===== config.mk =====
export PLATFORM = sky130hd
export DESIGN_NAME = divtest_serial
export DESIGN_NICKNAME = d
export VERILOG_FILES = /design/src/rtl/divtest_pkg.sv /design/src/rtl/divtest_step.sv /design/src/rtl/divtest_zero_dec.sv /design/src/rtl/divtest_serial.sv
export SDC_FILE = /design/constraint.sdc
export NUM_CORES = 1
export LEC_CHECK = 0
export BUFFER_PORTS_ARGS = -buffer_cell sky130_fd_sc_hd__buf_2
export CORE_AREA = 3 3 40 42
export CTS_CLUSTER_DIAMETER = 30
export CTS_CLUSTER_SIZE = 8
export DETAILED_ROUTE_END_ITERATION = 7
export DIE_AREA = 0 0 43 45
export PLACE_DENSITY = 0.3
export SLEW_MARGIN = 20
export SYNTH_ARGS = -nofsm -noshare
export SYNTH_HDL_FRONTEND = slang
export SYNTH_SLANG_ARGS = --single-unit

===== constraint.sdc =====
create_clock -name clk -period 1.6 [get_ports clk]
set_input_delay 0.24 -clock clk [delete_from_list [all_inputs] [get_ports clk]]
set_output_delay 0.24 -clock clk [all_outputs]
set_load 0.01 [all_outputs]

===== src/rtl/divtest_pkg.sv =====
package divtest_pkg;

    // What the state register does on the next edge
    typedef enum logic [1:0] {
        ACT_HOLD  = 2'd0,
        ACT_CLEAR = 2'd1,
        ACT_SHIFT = 2'd2
    } act_e;

    // Clear has priority over a valid bit
    function automatic act_e pick_act(input logic clear, input logic vld);
        if (clear)
            return ACT_CLEAR;
        else if (vld)
            return ACT_SHIFT;
        else
            return ACT_HOLD;
    endfunction

endpackage


===== src/rtl/divtest_step.sv =====
// Next remainder: (2*r + b) mod MODULUS, by one compare-and-subtract step.
// Valid because r < MODULUS gives 2*r + b < 2*MODULUS.
module divtest_step #(
    parameter int MODULUS = 3,
    parameter int REM_W   = 2
) (
    input  logic [REM_W-1:0] rem_i,
    input  logic             bit_i,
    output logic [REM_W-1:0] rem_o
);
    localparam int SUM_W = REM_W + 1;
    localparam logic [SUM_W-1:0] MOD_V = SUM_W'(MODULUS);

    logic [SUM_W-1:0] dbl;
    logic [SUM_W-1:0] diff;
    logic             wrap;

    always_comb begin
        dbl   = {rem_i, bit_i};
        wrap  = (dbl >= MOD_V);
        diff  = dbl - MOD_V;
        rem_o = wrap ? diff[REM_W-1:0] : dbl[REM_W-1:0];
    end
endmodule


===== src/rtl/divtest_zero_dec.sv =====
// Moore output decode: flag depends on the remainder state only.
module divtest_zero_dec #(
    parameter int REM_W = 2
) (
    input  logic [REM_W-1:0] rem_i,
    output logic             zero_o
);
    always_comb zero_o = ~|rem_i;
endmodule


===== src/rtl/divtest_serial.sv =====
module divtest_serial #(
    parameter int MODULUS = 3,
    localparam int REM_W  = (MODULUS > 2) ? $clog2(MODULUS) : 1
) (
    input  logic             clk,
    input  logic             rst,
    input  logic             clear_i,
    input  logic             bit_vld_i,
    input  logic             bit_i,
    output logic             div_flag_o,
    output logic [REM_W-1:0] rem_o
);
    import divtest_pkg::*;

    typedef struct packed {
        logic [REM_W-1:0] rem;
    } st_t;

    st_t              st_d, st_q;
    act_e             act;
    logic [REM_W-1:0] step_rem;

    divtest_step #(
        .MODULUS(MODULUS),
        .REM_W  (REM_W)
    ) u_step (
        .rem_i(st_q.rem),
        .bit_i(bit_i),
        .rem_o(step_rem)
    );

    divtest_zero_dec #(
        .REM_W(REM_W)
    ) u_dec (
        .rem_i (st_q.rem),
        .zero_o(div_flag_o)
    );

    always_comb begin
        st_d = st_q;
        act  = pick_act(clear_i, bit_vld_i);
        case (act)
            ACT_CLEAR: st_d.rem = '0;
            ACT_SHIFT: st_d.rem = step_rem;
            default:   st_d = st_q;
        endcase
    end

    always_ff @(posedge clk) begin
        if (rst)
            st_q <= '0;
        else
            st_q <= st_d;
    end

    assign rem_o = st_q.rem;

    // first cycle out of reset shows remainder 0
    p_reset_zero_r1: assert property (@(posedge clk)
        rst |=> (rem_o == '0));

    // a qualified bit applies the modular update
    p_step_r2: assert property (@(posedge clk) disable iff (rst)
        (bit_vld_i && !clear_i) |=>
        (int'(rem_o) == (2 * int'($past(rem_o)) + int'($past(bit_i))) % MODULUS));

    // flag from the decoder agrees with the remainder state
    p_flag_match_r3: assert property (@(posedge clk) disable iff (rst)
        div_flag_o == (rem_o == '0));

    // no bit, no clear -> state holds
    p_hold_r4: assert property (@(posedge clk) disable iff (rst)
        (!bit_vld_i && !clear_i) |=> ($stable(rem_o) && $stable(div_flag_o)));

    // clear forces remainder 0 even with a valid bit
    p_clear_r5: assert property (@(posedge clk) disable iff (rst)
        clear_i |=> (rem_o == '0 && div_flag_o));

    // remainder never reaches the modulus
    p_range_r7: assert property (@(posedge clk) disable iff (rst)
        int'(rem_o) < MODULUS);
endmodule


==> summary.md <==
| Metric | Value |
|---|---|
| Placed cell area | `196 um^2` |
| Hold_buf cts | `0` |
| Max Clock Skew | `4.17 ps` |
| Crit path kind | `reg2reg` |
| Yosys top cell area share | `0.296` |
| Chip height | `45 um` |
| Post-placement cell count | `37` |
| Total net switching power | `0.0446 mW` |
| Final ANT Viol Nets | `0` |
| Net Count, Synth | `20` |
| MaxCap Viol Count | `0` |
| Util after Layout | `0.170` |
| Switching Share | `0.230` |
| Synth Instances | `14` |
| Post-CTS Setup Inserts | `0` |
| Fin. max-slew vios | `0` |
| Count of cell types in the netlist | `11` |
| Largest net degree at the start of global routing | `8` |
| Routability cong. | `0.657` |
| Dominant synthesized flop cell | `dfxtp_1` |
| Final hold vios | `0` |
| GRT Overall Usage | `0.0507` |
| Slew at the pin closest to its max-slew limit | `253 ps` |
| Cell accounting for the most synthesized area | `dfxtp_1` |
| CTS H-tree lvls | `1` |
| Syn Std Cell Area | `135 um^2` |
| Most frequent cells after synthesis | `nor2_1 (3), dfxtp_1 (2)` |
| Root buffer cell | `clkbuf_4` |
| Hold WC Path Type | `in2reg` |
| Largest register FFs | `2` |
| CTS tree | `done` |
| Layout cells sized above 1 | `0.560` |
| Buf/Inv on CP | `0` |
| Synth area leaders | `dfxtp_1 (30%), a2111oi_2 (11%), a311oi_2 (11%)` |
| Final setup viols | `0` |
| Critical path's largest stage delay | `490 ps` |
| Sequential Power Share | `0.274` |
| Fin crit share | `0.844` |
| DRT iter0 DRCs | `3` |
| Fmax | `0.741 GHz` |
| CTS buffer count | `3` |
| Critical path's top delay family | `simple AND/OR/NAND/NOR gates` |
| Reg clk slew, reported paths | `30 ps` |
| Worst rel slew slack | `0.831` |
| Min Clock Period, post-route | `1350 ps` |
| VDD IR max | `0.152 mV` |
| Crit path capture | `rem_o[0]$_SDFFE_PP0P_` |
| Vias in the first global route | `147` |
| Arrival @ worst endpoint | `1480 ps` |
| Area grow syn2layout | `62.0%` |
| Clock power share | `0.575` |
| Via count | `144` |
| Worst Setup Start Kind | `flip-flop` |
| Final non-filler cell area | `219 um^2` |
| Ordered cell list for the critical path | `ha_1, or4b_1, a311oi_2` |
| Crit path from | `rem_o[0]$_SDFFE_PP0P_` |
| Hold_ws | `272 ps` |
| Mean Syn Cell Area | `9.65 um^2` |
| Filler Cell Count | `143` |
| Vias per cell | `3.60` |
| IO Count | `8` |
| Final nets | `33` |
| Static leakage | `0.101 nW` |
| First-pass GRT wire length | `607 um` |
| CTS Buffer Depth | `2` |
| Gr ovfl total | `0` |
| Worst-path fanout max | `4` |
| Post-CTS sizing | `0` |
| Input/output buffers | `7` |
| Per-cell routed wire length | `8.88 um` |
| Initial Util | `0.105` |
| DIE AREA | `1940 um^2` |
| P per Cell Area | `886 nW/um^2` |
| Row count | `13` |
| Synth warn | `0` |
| Antenna diode count | `0` |
| Count leader, synth | `nor2_1` |
| Worst skew pair latency | `220 ps` |
| DRC violations left | `0` |
| Final Non-Filler Cells | `40` |
| CP required | `1730 ps` |
| # clock sinks | `2` |
| Reg2Reg Depth | `3` |
| P_int | `0.149 mW` |
| Post-synthesis sequential area ratio | `0.296` |
| Core box area | `1280 um^2` |
| CP Depth | `3` |
| Number of synthesized flops with an enable pin | `0` |
| Post-DP HPWL | `275 um` |
| First drt pass iteration count | `2` |
| FF-to-FF setup slack | `250 ps` |
| Cell at the slowest stage of the critical path | `or4b_1` |
| Final WL | `355 um` |
| Worst setup EP type | `flip-flop` |
| Status | `completed` |
| Die width | `43 um` |
| RSZ-0062 raised after global routing | `false` |
| Setup TNS | `0 ps` |
| Comb pwr share | `0.151` |
| Async set-reset flop share out of synthesis | `0` |
| Initial antenna violation count | `0` |
| FF+latch count, synth | `2` |
| Endpoint of the lowest-slack register-to-register path | `rem_o[0]$_SDFFE_PP0P_` |
| Worst flop-to-flop path startpoint | `rem_o[0]$_SDFFE_PP0P_` |
power by group through the flow:
| stage | Clock, mW | Combinational (mW) | Sequential [mW] |
|---|---|---|---|
| 2_1_floorplan | 0 | 0.0155 | 0.0550 |
| 3_3_place_gp | 0 | 0.0290 | 0.0538 |
| 3_5_place_dp | 0 | 0.0297 | 0.0539 |
| 4_1_cts | 0.121 | 0.0297 | 0.0531 |
| 5_1_grt | 0.135 | 0.0333 | 0.0532 |
| 6_report | 0.112 | 0.0294 | 0.0531 |
cells by family (layout without fill, tap and decap cells):
kind of cell / Yosys count / in the layout / share of synthesized area
and+or+nand+nor: 8 / 8 / 0.333
buffers and inverters: 0 / 11 / 0
AOI/OAI and AO/OA: 3 / 3 / 0.278
adders and majority gates: 1 / 1 / 0.0926
DFF: 2 / 2 / 0.296
layer usage:
layer | share of wire | global-route usage | up-vias
met5 | 0 | 0 | -
met4 | 0 | 0.0542 | 0
met3 | 0.096 | 0.0478 | 0
met2 | 0.44 | 0.0599 | 8
met1 | 0.46 | 0.0480 | 60
li1 | - | - | 76
through the flow:
| step | total power [mW] | setup slack, ps |
|---|---|---|
| after global placement | 0.0828 | 181 |
| after CTS | 0.204 | 235 |
| after global routing | 0.221 | 204 |
| after detailed placement | 0.0835 | 183 |
| after floorplan | 0.0705 | 242 |
| final | 0.194 | 250 |
worst min path at each step:
| stage | startpoint | end | slack (ps) | cells after the start |
|---|---|---|---|---|
| after floorplan | bit_vld_i | rem_o[0]$_SDFFE_PP0P_ | 350 | 1 |
| final | bit_vld_i | rem_o[0]$_SDFFE_PP0P_ | 270 | 2 |
| after global routing | bit_vld_i | rem_o[0]$_SDFFE_PP0P_ | 270 | 2 |
| after global placement | bit_vld_i | rem_o[0]$_SDFFE_PP0P_ | 500 | 2 |
| after detailed placement | bit_vld_i | rem_o[0]$_SDFFE_PP0P_ | 500 | 2 |
| after CTS | bit_vld_i | rem_o[0]$_SDFFE_PP0P_ | 260 | 2 |
layout make-up:
type                            count  area, um^2  area share
Timing Repair Buffer                8        42.5       0.194
Tap cell                           15        18.8      0.0857
Multi-Input combinational cell     12        95.1       0.434
Clock buffer                        3        22.5       0.103
Sequential cell                     2        40.0       0.183
layout by cell type, fill, tap and decap left out:
cell type / n
nor2b_1: 1
clkbuf_4: 3
a311oi_2: 1
ha_1: 1
dfxtp_1: 2
nor3_1: 1
buf_2: 7
or2_2: 1
buf_4: 1
a2111oi_2: 1
or3_1: 1
o21bai_1: 1
nor2_1: 3
or4b_1: 1
Note: power is estimated with default switching activity, not from simulation.
